### src/rtl/dac_tx_pkg.sv
package dac_tx_pkg;

  typedef enum logic [2:0] {
    ST_IDLE,
    ST_SETUP,
    ST_HIGH,
    ST_LOW,
    ST_GAP,
    ST_LATCH
  } txState_t;

  // strobes from control to datapath
  typedef struct packed {
    logic load;   // capture word, mode and timing
    logic shift;  // advance to next bit
  } dpStrobe_t;

endpackage

### src/rtl/dac_tx_dp.sv
module dac_tx_dp
  import dac_tx_pkg::*;
#(
  parameter int DATA_W    = 18,
  parameter int NARROW_W  = 16,
  parameter int CNT_W     = 8,
  parameter int BIT_W     = 5,
  parameter int MIN_HIGH  = 2,
  parameter int MIN_LOW   = 2,
  parameter int MIN_SETUP = 1,
  parameter int MIN_LATCH = 2
) (
  input  logic              clk,
  input  logic              rstN,
  input  dpStrobe_t         strobe,
  input  logic              wideMode,
  input  logic [DATA_W-1:0] inData,
  input  logic [CNT_W-1:0]  cfgHigh,
  input  logic [CNT_W-1:0]  cfgLow,
  input  logic [CNT_W-1:0]  cfgSetup,
  input  logic [CNT_W-1:0]  cfgLatch,
  output logic              serData,
  output logic [CNT_W-1:0]  lenHigh,
  output logic [CNT_W-1:0]  lenLow,
  output logic [CNT_W-1:0]  lenSetup,
  output logic [CNT_W-1:0]  lenLatch,
  output logic [BIT_W-1:0]  lastBit
);

  localparam int PAD_W = DATA_W - NARROW_W;

  function automatic logic [CNT_W-1:0] atLeast(input logic [CNT_W-1:0] v,
                                               input logic [CNT_W-1:0] floorVal);
    return (v < floorVal) ? floorVal : v;
  endfunction

  logic [DATA_W-1:0] shiftReg;
  logic [DATA_W-1:0] framedWord;
  logic [CNT_W-1:0]  effHigh, effLow, effSetup, effLatch;

  // left-justify so the frame's first bit is always at the top
  generate
    if (PAD_W > 0) begin : g_pad
      assign framedWord = wideMode ? inData
                                   : {inData[NARROW_W-1:0], {PAD_W{1'b0}}};
    end else begin : g_nopad
      assign framedWord = inData;
    end
  endgenerate

  always_comb begin
    effHigh  = atLeast(cfgHigh,  CNT_W'(MIN_HIGH));
    effSetup = atLeast(cfgSetup, CNT_W'(MIN_SETUP));
    effLow   = atLeast(atLeast(cfgLow, CNT_W'(MIN_LOW)), effSetup);
    effLatch = atLeast(cfgLatch, CNT_W'(MIN_LATCH));
  end

  always_ff @(posedge clk or negedge rstN) begin
    if (!rstN) begin
      shiftReg <= '0;
      lenHigh  <= CNT_W'(MIN_HIGH);
      lenSetup <= CNT_W'(MIN_SETUP);
      lenLow   <= atLeast(CNT_W'(MIN_LOW), CNT_W'(MIN_SETUP));
      lenLatch <= CNT_W'(MIN_LATCH);
      lastBit  <= BIT_W'(DATA_W - 1);
    end else if (strobe.load) begin
      shiftReg <= framedWord;
      lenHigh  <= effHigh;
      lenSetup <= effSetup;
      lenLow   <= effLow;
      lenLatch <= effLatch;
      lastBit  <= wideMode ? BIT_W'(DATA_W - 1) : BIT_W'(NARROW_W - 1);
    end else if (strobe.shift) begin
      shiftReg <= {shiftReg[DATA_W-2:0], 1'b0};
    end
  end

  assign serData = shiftReg[DATA_W-1];

  AST_STROBE_EXCL: assert property (@(posedge clk) disable iff (!rstN)
    !(strobe.load && strobe.shift));

  AST_LEN_FLOOR: assert property (@(posedge clk) disable iff (!rstN)
    (lenLow >= lenSetup) && (lenHigh >= CNT_W'(MIN_HIGH))
    && (lenLatch >= CNT_W'(MIN_LATCH)));

  AST_SHIFT_KEEPS_CFG: assert property (@(posedge clk) disable iff (!rstN)
    strobe.shift |=> $stable(lenHigh) && $stable(lastBit));

endmodule

### src/rtl/dac_tx_ctrl.sv
module dac_tx_ctrl
  import dac_tx_pkg::*;
#(
  parameter int CNT_W     = 8,
  parameter int BIT_W     = 5,
  parameter int MIN_HIGH  = 2,
  parameter int MIN_LATCH = 2
) (
  input  logic             clk,
  input  logic             rstN,
  input  logic             inValid,
  output logic             inReady,
  input  logic [CNT_W-1:0] lenHigh,
  input  logic [CNT_W-1:0] lenLow,
  input  logic [CNT_W-1:0] lenSetup,
  input  logic [CNT_W-1:0] lenLatch,
  input  logic [BIT_W-1:0] lastBit,
  output dpStrobe_t        strobe,
  output logic             serClk,
  output logic             serLatchN
);

  txState_t         state, nextState;
  logic [CNT_W-1:0] cnt;
  logic [CNT_W-1:0] phaseLen;
  logic [BIT_W-1:0] bitIdx;
  logic             phaseEnd;

  always_comb begin
    case (state)
      ST_SETUP: phaseLen = lenSetup;
      ST_HIGH:  phaseLen = lenHigh;
      ST_LOW:   phaseLen = lenLow;
      ST_GAP,
      ST_LATCH: phaseLen = lenLatch;
      default:  phaseLen = CNT_W'(1);
    endcase
    phaseEnd = (cnt == phaseLen - CNT_W'(1));
  end

  always_comb begin
    nextState    = state;
    strobe.load  = 1'b0;
    strobe.shift = 1'b0;
    case (state)
      ST_IDLE: if (inValid) begin
        nextState   = ST_SETUP;
        strobe.load = 1'b1;
      end
      ST_SETUP: if (phaseEnd) nextState = ST_HIGH;
      ST_HIGH: if (phaseEnd) begin
        if (bitIdx == lastBit) begin
          nextState = ST_GAP;
        end else begin
          nextState    = ST_LOW;
          strobe.shift = 1'b1;
        end
      end
      ST_LOW:   if (phaseEnd) nextState = ST_HIGH;
      ST_GAP:   if (phaseEnd) nextState = ST_LATCH;
      ST_LATCH: if (phaseEnd) nextState = ST_IDLE;
      default:  nextState = ST_IDLE;
    endcase
  end

  always_ff @(posedge clk or negedge rstN) begin
    if (!rstN) begin
      state  <= ST_IDLE;
      cnt    <= '0;
      bitIdx <= '0;
    end else begin
      state <= nextState;
      if (nextState != state) cnt <= '0;
      else if (state != ST_IDLE) cnt <= cnt + CNT_W'(1);
      if (strobe.load) bitIdx <= '0;
      else if (strobe.shift) bitIdx <= bitIdx + BIT_W'(1);
    end
  end

  assign inReady   = (state == ST_IDLE);
  assign serClk    = (state == ST_HIGH);
  assign serLatchN = (state != ST_LATCH);

  AST_READY_QUIET: assert property (@(posedge clk) disable iff (!rstN)
    inReady |-> (serLatchN && !serClk));

  AST_NO_CLK_IN_LATCH: assert property (@(posedge clk) disable iff (!rstN)
    !serLatchN |-> !serClk);

  AST_EDGE_IN_FRAME: assert property (@(posedge clk) disable iff (!rstN)
    $rose(serClk) |-> (bitIdx <= lastBit));

  AST_HIGH_MIN: assert property (@(posedge clk) disable iff (!rstN)
    $fell(serClk) |-> (int'($past(cnt)) + 1 >= MIN_HIGH));

  AST_LATCH_MIN: assert property (@(posedge clk) disable iff (!rstN)
    $rose(serLatchN) |-> (int'($past(cnt)) + 1 >= MIN_LATCH));

endmodule

### src/rtl/dac_word_tx.sv
module dac_word_tx
  import dac_tx_pkg::*;
#(
  parameter int DATA_W    = 18,
  parameter int NARROW_W  = 16,
  parameter int CNT_W     = 8,
  parameter int MIN_HIGH  = 2,
  parameter int MIN_LOW   = 2,
  parameter int MIN_SETUP = 1,
  parameter int MIN_LATCH = 2
) (
  input  logic              clk,
  input  logic              rstN,
  input  logic              wideMode,
  input  logic [CNT_W-1:0]  cfgHigh,
  input  logic [CNT_W-1:0]  cfgLow,
  input  logic [CNT_W-1:0]  cfgSetup,
  input  logic [CNT_W-1:0]  cfgLatch,
  input  logic              inValid,
  output logic              inReady,
  input  logic [DATA_W-1:0] inData,
  output logic              serData,
  output logic              serClk,
  output logic              serLatchN
);

  localparam int BIT_W = $clog2(DATA_W);

  dpStrobe_t        strobe;
  logic [CNT_W-1:0] lenHigh, lenLow, lenSetup, lenLatch;
  logic [BIT_W-1:0] lastBit;

  dac_tx_ctrl #(
    .CNT_W(CNT_W), .BIT_W(BIT_W),
    .MIN_HIGH(MIN_HIGH), .MIN_LATCH(MIN_LATCH)
  ) ctrl_i (
    .clk(clk), .rstN(rstN),
    .inValid(inValid), .inReady(inReady),
    .lenHigh(lenHigh), .lenLow(lenLow), .lenSetup(lenSetup), .lenLatch(lenLatch),
    .lastBit(lastBit), .strobe(strobe),
    .serClk(serClk), .serLatchN(serLatchN)
  );

  dac_tx_dp #(
    .DATA_W(DATA_W), .NARROW_W(NARROW_W), .CNT_W(CNT_W), .BIT_W(BIT_W),
    .MIN_HIGH(MIN_HIGH), .MIN_LOW(MIN_LOW),
    .MIN_SETUP(MIN_SETUP), .MIN_LATCH(MIN_LATCH)
  ) dp_i (
    .clk(clk), .rstN(rstN), .strobe(strobe),
    .wideMode(wideMode), .inData(inData),
    .cfgHigh(cfgHigh), .cfgLow(cfgLow), .cfgSetup(cfgSetup), .cfgLatch(cfgLatch),
    .serData(serData),
    .lenHigh(lenHigh), .lenLow(lenLow), .lenSetup(lenSetup), .lenLatch(lenLatch),
    .lastBit(lastBit)
  );

  AST_DATA_HOLD: assert property (@(posedge clk) disable iff (!rstN)
    (serClk && $past(serClk)) |-> $stable(serData));

endmodule

### config.mk
export PLATFORM = sky130hd
export DESIGN_NAME = dac_word_tx
export DESIGN_NICKNAME = d
export VERILOG_FILES = /design/src/rtl/dac_tx_pkg.sv /design/src/rtl/dac_tx_dp.sv /design/src/rtl/dac_tx_ctrl.sv /design/src/rtl/dac_word_tx.sv
export SDC_FILE = /design/constraint.sdc
export NUM_CORES = 1
export LEC_CHECK = 0
export ABC_AREA = 1
export BUFFER_PORTS_ARGS = -buffer_cell sky130_fd_sc_hd__buf_2
export CORE_MARGIN = 4
export CORE_UTILIZATION = 45
export DETAILED_ROUTE_END_ITERATION = 8
export GPL_TIMING_DRIVEN = 0
export PLACE_DENSITY = 0.68
export SLEW_MARGIN = 20
export SYNTH_ARGS = -nofsm -noshare
export SYNTH_HDL_FRONTEND = slang
export SYNTH_HIERARCHICAL = 1
export SYNTH_SLANG_ARGS = --single-unit
### constraint.sdc
create_clock -name clk -period 2.79 [get_ports clk]
set_input_delay 0.558 -clock clk [delete_from_list [all_inputs] [get_ports clk]]
set_output_delay 0.558 -clock clk [all_outputs]
set_load 0.005 [all_outputs]
=== Word-level counts from Yosys, hierarchy flattened ===
Cells that the tools add are included.

* Bits in registers: 71
* Input bits: 54
* Output and inout port bits: 4

* Add/subtract/negate cells: 3
* Magnitude comparators: 5
* Equal/unequal tests: 9
* Mux-type cells: 26
* Reductions and logical operators: 6

{| class="wikitable"
|+ Operators with widths
! cell !! number
|-
| 8-bit two-way mux || 7
|-
| 18-bit two-way mux || 3
|-
| 8-bit one-hot mux with 4 select lines || 1
|-
| 8-bit by 2-bit less-than comparator with 1-bit output (second input constant) || 3
|-
| 3-bit two-way mux || 6
|-
| 5-bit two-way mux || 3
|-
| 3-bit one-hot mux with 5 select lines || 1
|-
| 8-bit by 1-bit adder with 8-bit output (second input constant) || 1
|-
| 8-bit equality test || 1
|-
| 8-bit by 1-bit less-than comparator with 1-bit output (second input constant) || 1
|-
| 8-bit less-than comparator || 1
|-
| 8-bit by 1-bit subtractor with 8-bit output (second input constant) || 1
|-
| 3-bit by 2-bit equality test with 1-bit output (second input constant) || 2
|-
| 3-bit equality test (second input constant) || 2
|-
| 5-bit by 1-bit adder with 5-bit output (second input constant) || 1
|-
| 5-bit equality test || 1
|-
| 1-bit two-way mux || 5
|-
| 2-bit nonzero test || 2
|-
| 2-bit OR reduction || 2
|-
| 3-bit by 1-bit equality test with 1-bit output (second input constant) || 1
|-
| 3-bit zero test || 1
|-
| 3-bit inequality test || 1
|-
| 3-bit inequality test (second input constant) || 1
|-
| 3-bit nonzero test || 1
|}

=== Depth between registers and ports, before layout ===
Gate-level depths: netlist (run 1).

* Depth after elaboration: 9
* Gate-level depth with buffers: 25
* Depth with buffers taken out: 24

=== Hierarchy ===
Netlist (run 1), hierarchy kept.

{| class="wikitable"
|+ By module, submodules not included
! module !! instances !! cells an instance !! area an instance (um^2) !! seq. area each (um^2)
|-
| dac_tx_dp || 1 || 334 || 2666.3 || 1307.5
|-
| dac_tx_ctrl || 1 || 265 || 1893.1 || 400.4
|}

=== Worst setup path before layout (run 1) ===
Ideal clock, no wire load.

* Path kind: register to register
* Start: reg ctrl_i.state[0]
* End: reg dp_i.shiftReg[3]
* Arrival time: 2803 ps
* Setup slack: -101 ps
* Stages on the path, launching flop included: 25
* Path buffers: 2
* Period minus slack after synthesis: 2891 ps
* Path through: dfrtp_1 -> buf_6 -> nor2_8 -> nand2_4 -> nor2_4 -> nor2_4 -> nand2_4 -> inv_1 -> ha_1 -> xor2_1 -> o21ai_0 -> nand2_1 -> nand3_2 -> nor2_2 -> nand2_2 -> nor2_4 -> nand2_2 -> inv_2 -> nand3_2 -> inv_2 -> nor2_1 -> inv_2 -> clkbuf_1 -> nor2_1 -> a41oi_1

{| class="wikitable"
|+ RTL lines
! item !! line !! text
|-
| start: declaration || dac_tx_ctrl.sv:23 || <nowiki>txState_t state, nextState;</nowiki>
|-
| start signal: assignment || dac_tx_ctrl.sv:72 || <nowiki>state <= nextState;</nowiki>
|-
| end signal: assignment || dac_tx_dp.sv:67 || <nowiki>shiftReg <= framedWord;</nowiki>
|-
| end signal: assignment || dac_tx_dp.sv:74 || <nowiki>shiftReg <= {shiftReg[DATA_W-2:0], 1'b0};</nowiki>
|-
| end: declaration || dac_tx_dp.sv:37 || <nowiki>logic [DATA_W-1:0] shiftReg;</nowiki>
|}

=== Worst setup path in the final report (run 1) ===
* Start: reg ctrl_i.state[0]
* End: reg ctrl_i.cnt[3]

* Word-level cells in the longest chain between the ends: 9
* Elaborated cells between the ends (all ways): 21

{| class="wikitable"
|+ RTL lines
! item !! line !! text
|-
| 3-bit equality test || dac_tx_ctrl.sv:30, dac_tx_ctrl.sv:45 ||
|-
| 2-bit OR reduction || dac_tx_ctrl.sv:30 || <nowiki>case (state)</nowiki>
|-
| 8-bit one-hot mux with 4 select lines || dac_tx_ctrl.sv:30 ||
|-
| 8-bit by 1-bit subtractor with 8-bit output || dac_tx_ctrl.sv:38 || <nowiki>phaseEnd = (cnt == phaseLen - CNT_W'(1));</nowiki>
|-
| 8-bit equality test || dac_tx_ctrl.sv:38 ||
|-
| 3-bit two-way mux (on tied branches) || -- ||
|-
| 3-bit one-hot mux with 5 select lines * || dac_tx_ctrl.sv:45 || <nowiki>case (state)</nowiki>
|-
| via ctrl_i.nextState[0] || dac_tx_ctrl.sv:23 ||
|-
| 3-bit inequality test * || dac_tx_ctrl.sv:73 || <nowiki>if (nextState != state) cnt <= '0;</nowiki>
|-
| 8-bit two-way mux / 2-bit nonzero test (equally long branches) || -- ||
|-
| end signal: assignment || dac_tx_ctrl.sv:74 || <nowiki>else if (state != ST_IDLE) cnt <= cnt + CNT_W'(1);</nowiki>
|-
| end: declaration || dac_tx_ctrl.sv:24 || <nowiki>logic [CNT_W-1:0] cnt;</nowiki>
|}

The timed path passes the listed nets; every way through them passes the cells marked *.
A chain may end at the register's enable or synchronous reset.

==> impl_results.md, run 1 <==
* Placement Setup Slack at -0.446 ns
* Port buffer count at 57
* Post-synth EDFFs at 0
* Status: finished, violations left
* Setup violations, final at 29
* Clock sink total at 68
* Crit start category: flop
* CTS tree: yes
* Crit path launch: ctrl_i/state[0]
* Post-synthesis cell type count at 45
* Starting DRT DRC Count at 271
* RSZ-0062 raised after global routing: yes
* Async SR Flop Fraction at 100%
* Switching share of power at 45.1%
* CP Capture Type: flop
* PnR worst setup slack at -0.119 ns
* Setup TNS at -1.98 ns
* Die extent in y at 109 um
* First-pass GRT wire length at 19.9 mm
* Avg WL per Cell at 14.4 um
* Reg-to-reg endpoint: ctrl_i/cnt[3]
* Reg2Reg Depth at 26
* Hold Path Class: in2async
* Worst R2R Setup Slack at -0.12 ns
* Via Count at 4288
* RD Place Congestion at 0.875
* Crit path DAT at 3.15 ns
* Worst vdd ir at 0.408 mV
* Gate power share at 55.8%
* Cell Count, Final, Fillers Out at 837
* NetSw at 2.64 mW
* Maximum clock frequency at 344 MHz
* Core ar. at 0.00982 mm2
* Critical path type: reg2reg
* Final Hold Fails at 0
* Worst R2R Start: ctrl_i/state[0]
* Initial antenna violation count at 0
* Ratio of cells with drive above 1 in the final layout at 36.3%
* Clk buf depth at 2
* Worst Skew at 0.0177 ns
* Clock root cell: clkbuf_8
* CP max FO at 8
* Share of the synthesized area in the top cell type at 34.6%
* Mapped Avg Cell Area at 7.61 um2
* Synth area leaders: dfrtp_1, nand2_1, nand3_1
* Final core utilization at 59.8%
* DP HPWL at 8.45 mm
* Fillers at 932
* Total gr overflow at 0
* TritonRoute pass-1 iters at 4
* Failing checks: negative setup slack
* Relative slew slack at 39.5%
* Tightest Pin Transition at 0.899 ns
* Pint at 3.22 mW
* Final instance area at 0.00588 mm2
* Worst hold slack at 0.115 ns
* Syn_nets at 663
* Final Net Count at 762
* Die width at 109 um
* Sequential power share at 29.3%
* Leak at 2.88 nW
* Cells after Synth at 599
* Global-route usage over all layers at 21.4%
* Placed cells at 790
* Post-Syn Area at 0.00456 mm2
* Die area at 0.0118 mm2
* Num CTS Buffers at 9
* Clock power share at 14.9%
* Total power at 5.86 mW
* Yosys top cell by area: dfrtp_1
* Initial Utilization at 46.4%
* Vias in the first global route at 4249
* Slew Limit Fails at 0
* Rows at 36
* Via/cell ratio at 5.12
* DRC viols at 0
* Post-synthesis sequential area ratio at 37.5%
* Pwr/cell area at 997 mW/mm2
* Most common cell in the netlist: nand2_1
* Worst-skew pair later-pin latency at 0.37 ns
* Placed inst area at 0.00504 mm2
* Min Tclk post-route at 2.91 ns
* Synth-to-Final Area Change at 28.9%
* WP data required at 3.03 ns
* Largest net degree at the start of global routing at 39
* Yosys reg bits at 68
* Clock Pin Slew Worst Setup and Hold Paths at 0.09 ns
* Max Cap Violations at 0
* Ports at 58
* Final wirelength at 12.0 mm
* DRT antenna net count at 0
* Synth top cells by count: nand2_1, dfrtp_1, inv_1
* Final period utilization at 104%
* CTS H-tree depth at 3
* Commonest register cell after synthesis: dfrtp_1
* Synth Warn # at 6
-- timing repair --
action / CTS / global route
gates cloned: 3 / 0
setup endpoints to repair: 29 / 31
buffers inserted: 22 / 5
gates resized for setup: 53 / 37
pin swaps: 24 / 24
hold buffers: 0 / 0
endpoints found under the hold margin: 0 / 0
-- worst max-delay path, stage by stage (launching register included) --
cell and delay [ns]:
dfrtp_1 0.39, buf_8 0.16, nor2_8 0.18, nand2_4 0.08
nor2_4 0.10, nor2_4 0.05, nand2_4 0.07, inv_4 0.04
ha_4 0.16, xor2_2 0.15, inv_1 0.07, nand2_1 0.05
nand2_1 0.08, nand3_2 0.08, nor2_2 0.14, nand2_2 0.07
nor2_4 0.13, buf_6 0.13, nand3_2 0.07, nand2_2 0.08
nand2_2 0.06, nand2_2 0.07, nand2_2 0.06, nand2_2 0.08
nand2_4 0.08, nand2_8 0.10, nor3_4 0.04
-- per-layer routing --
metal  GRT usage [%]  vias up  wire, um
li1                -     2122         -
met1            28.7     2035      5360
met2            34.7      107      5880
met3            3.79       24       551
met4            7.94        0       252
met5               0        -         0
-- final cells by class --
cell class,count,area [um2],area share (%)
antenna,1,2.50,0.0426
buffer,27,233,3.96
clock buffer,11,151,2.58
clock inverter,5,58.8,1.00
inverter,60,255,4.34
multi-input combinational,444,2730,46.5
sequential,68,1710,29.1
tap,133,166,2.83
timing repair buffer,88,571,9.71
-- cell usage in the layout, fill, tap and decap left out, types with 3 or more instances in the layout --
master and n:
buf_8 5, nand3_1 39, nor4_1 4, a21oi_1 10, a41oi_1 3, buf_2 58
inv_1 46, nor2_1 23, clkbuf_8 13, inv_2 7, clkbuf_1 9, a21oi_2 4
nand3_2 13, xnor2_1 3, nand2_1 195, buf_12 3, dfstp_2 5, nand2_4 10
dfrtp_1 63, nor2_4 14, a41oi_2 11, nor2_8 4, buf_4 29, nor2_2 22
nand2_2 23, xor2_1 8, o21ai_0 19, nand4_2 3, buf_6 5, nand4_1 6
ha_1 9
-- state kept, by name, indices dropped and copies added (netlist names) --
register       flops
dp_i/shiftReg     18
ctrl_i/cnt         8
dp_i/lenHigh       8
dp_i/lenLatch      8
dp_i/lenLow        8
dp_i/lenSetup      8
ctrl_i/bitIdx      5
ctrl_i/state       3
dp_i/lastBit       2
-- how the worst max path moves through the flow --
| stage | to | slack [ns] | cells past startpoint |
|---|---|---|---|
| 2_1_floorplan | dp_i/shiftReg[3] | 0.001 | 24 |
| 3_3_place_gp | dp_i/shiftReg[10] | -0.41 | 21 |
| 3_5_place_dp | dp_i/shiftReg[11] | -0.45 | 21 |
| 4_1_cts | ctrl_i/cnt[3] | -0.09 | 26 |
| 5_1_grt | ctrl_i/cnt[3] | -0.24 | 26 |
| 6_report | ctrl_i/cnt[3] | -0.12 | 26 |
-- power groups by stage --
stage | Combinational [mW] | Sequential (mW) | Clock [mW]
floorplan | 1.98 | 1.60 | 0
global placement | 2.39 | 1.68 | 0
detailed placement | 2.46 | 1.69 | 0
CTS | 2.96 | 1.70 | 0.896
global route | 3.59 | 1.76 | 0.936
finish | 3.27 | 1.72 | 0.872
-- cells by family after synthesis --
family | synth area share [%]
buffers and inverters | 9.19
XOR/XNOR | 2.31
AO/OA/AOI/OAI | 8.48
other | 0.0822
adder cells (fa/ha/maj) | 2.74
AND/OR/NAND/NOR | 39.7
flip-flops | 37.5
(Power assumes the default switching activity.)
==> inputs of run 2 (changes only) <==
==> constraint.sdc (replaced) <==
create_clock -name clk -period 2.65 [get_ports clk]
set_input_delay 0.53 -clock clk [delete_from_list [all_inputs] [get_ports clk]]
set_output_delay 0.53 -clock clk [all_outputs]
set_load 0.005 [all_outputs]
==> impl_results.md, run 2 (synthesis results as in run 1) <==
* Vias in the first global route at 4093 (-3.7%)
* CTS H-tree depth at 3 (unchanged)
* DRC viols at 0 (unchanged)
* DRT antenna net count at 0 (unchanged)
* Commonest non-fill, non-tap cell in the layout: nand2_1
* Starting DRT DRC Count at 243 (-10%)
* Crit path DAT at 3.09 ns (-0.06 ns)
* CTS tree: yes
* Largest net degree at the start of global routing at 40 (+2.6%)
* WP data required at 2.92 ns (-0.11 ns)
* Worst-skew pair later-pin latency at 0.35 ns (-0.02 ns)
* Tightest Pin Transition at 0.841 ns (-0.0584 ns)
* Clock root cell: clkbuf_8
* Max Cap Violations at 0 (unchanged)
* Synth-to-Final Area Change at 26.3%
* Critical path type: reg2reg
* Most frequent cells in the layout: nand2_1, dfrtp_1, buf_2
* Failing checks: negative setup slack
* Clk buf depth at 2 (unchanged)
* Final wirelength at 11.5 mm (-4.9%)
* Leak at 2.85 nW (-1.3%)
* TritonRoute pass-1 iters at 5 (+1)
* Setup violations, final at 28 (-3.4%)
* PnR worst setup slack at -0.178 ns (-0.0588 ns)
* N_diodes at 0 (-1)
* Fillers at 922 (-1.1%)
* Maximum clock frequency at 354 MHz (+2.9%)
* Avg WL per Cell at 13.8 um (-4.4%)
* Max FFs per register at 18 (unchanged)
* Via/cell ratio at 5.06 (-1.2%)
* Final Hold Fails at 0 (unchanged)
* Die extent in y at 109 um (unchanged)
* Worst Skew at 0.00839 ns (-0.00928 ns)
* Final Net Count at 759 (-0.39%)
* Final instance area at 0.00576 mm2 (-2.0%)
* Hold-fix buffers, CTS at 0 (unchanged)
* Worst R2R Start: ctrl_i/state[2]
* Clock Pin Slew Worst Setup and Hold Paths at 0.07 ns (-0.02 ns)
* Worst vdd ir at 0.519 mV (+27%)
* First-pass GRT wire length at 19.3 mm (-2.8%)
* Slew Limit Fails at 0 (unchanged)
* Total power at 5.87 mW (about the same)
* Relative slew slack at 43.4% (+3.9 points)
* Die area at 0.0118 mm2 (unchanged)
* Multi-input combinational cell area at 0.00270 mm2 (-1.3%)
* Final period utilization at 107% (+2.4 points)
* Clock sink total at 68 (unchanged)
* Crit path launch: ctrl_i/state[2]
* RSZ-0062 raised after global routing: yes
* Pwr/cell area at 1020 mW/mm2 (+2.2%)
* Most flops, register: dp_i/shiftReg
* Cell Count, Final, Fillers Out at 833 (-0.48%)
* Global-route usage over all layers at 20.7% (-0.77 points)
* DP HPWL at 8.56 mm (+1.3%)
* Core ar. at 0.00982 mm2 (unchanged)
* Status: finished, violations left
* Initial Utilization at 46.4% (unchanged)
* CP max FO at 6 (-2)
* Total gr overflow at 0 (unchanged)
* Min Tclk post-route at 2.83 ns (-0.0812 ns)
* Crit start category: flop
* Rows at 36 (unchanged)
* Die width at 109 um (unchanged)
* Via Count at 4217 (-1.7%)
* Placed inst area at 0.00509 mm2 (+0.97%)
* Placed cells at 790 (unchanged)
* FF+latch area at 0.00171 mm2 (unchanged)
* Ports at 58 (unchanged)
* Num CTS Buffers at 9 (unchanged)
* RD Place Congestion at 0.836 (-4.4%)
* Ratio of cells with drive above 1 in the final layout at 33.9% (-2.4 points)
* Port buffer count at 57 (unchanged)
* Placement Setup Slack at -0.424 ns (+0.0221 ns)
* Worst hold slack at 0.110 ns (-0.00443 ns)
* Initial antenna violation count at 0 (unchanged)
* CP Capture Type: flop
* Hold Path Class: in2async
-- run 2: path summary, 6_finish.rpt --
check | slack, ns | to | cells after the start
max | -0.18 | dp_i/shiftReg[10] | 25
min | 0.11 | ctrl_i/cnt[7] | 1
max reg2reg | -0.18 | dp_i/shiftReg[10] | 25
min reg2reg | 0.47 | dp_i/lenLatch[7] | 2
max in group asynchronous | 1.94 | dp_i/lenLow[1] | 2
min in group clk | 0.40 | dp_i/lenHigh[6] | 3
-- run 2: critical path, stage by stage (launching register included) --
cell and delay, ns:
dfrtp_1 0.39, buf_8 0.15, clkinv_8 0.08, nand2_8 0.05, nor3_4 0.21, nor2_4 0.07
nand2_4 0.07, inv_4 0.04, ha_4 0.16, xor2_2 0.15, inv_1 0.06, nand2_1 0.06
nand2_2 0.06, nand3_2 0.07, nor2_2 0.09, nand2_2 0.06, nor2_4 0.15, nand2_4 0.08
inv_2 0.06, nand3_2 0.07, inv_2 0.10, nor2_4 0.05, clkinv_4 0.09, buf_8 0.13
nor2_1 0.04, a41oi_1 0.15
-- run 2: final cells by class --
type / count / area share (%)
plain buffers: 27 / 3.93
clock buffers: 12 / 2.52
clock inverters: 4 / 0.435
inverters: 60 / 4.52
multi-input cells: 444 / 46.8
flip-flops and latches: 68 / 29.7
well taps: 133 / 2.89
repair buffers: 85 / 9.19
-- run 2: metrics by stage --
stage,util (%),TNS (ns)
2_1_floorplan,-,-0.684
3_3_place_gp,51.6,-7.36
3_5_place_dp,51.8,-8.86
4_1_cts,56.4,-3.80
5_1_grt,58.6,-10.44
6_report,58.6,-4.01
-- run 2: layer usage --
layer / wire [um] / track usage [%]
met1: 5350 / 28.5
met2: 5410 / 32.2
met3: 562 / 4.32
met4: 137 / 7.39
met5: 0 / 0
-- run 2: power breakdown --
part	total [mW]	switching [mW]	internal, mW
Sequential	1.80	0.322	1.48
Combinational	3.30	1.93	1.37
Clock	0.758	0.396	0.362
-- run 2: what timing repair did --
item / in CTS / in global routing
buffers inserted: 17 / 8
gates resized for setup: 31 / 35
pin swaps: 19 / 13
endpoints found under the setup margin: 31 / 32
gates cloned: 2 / 0
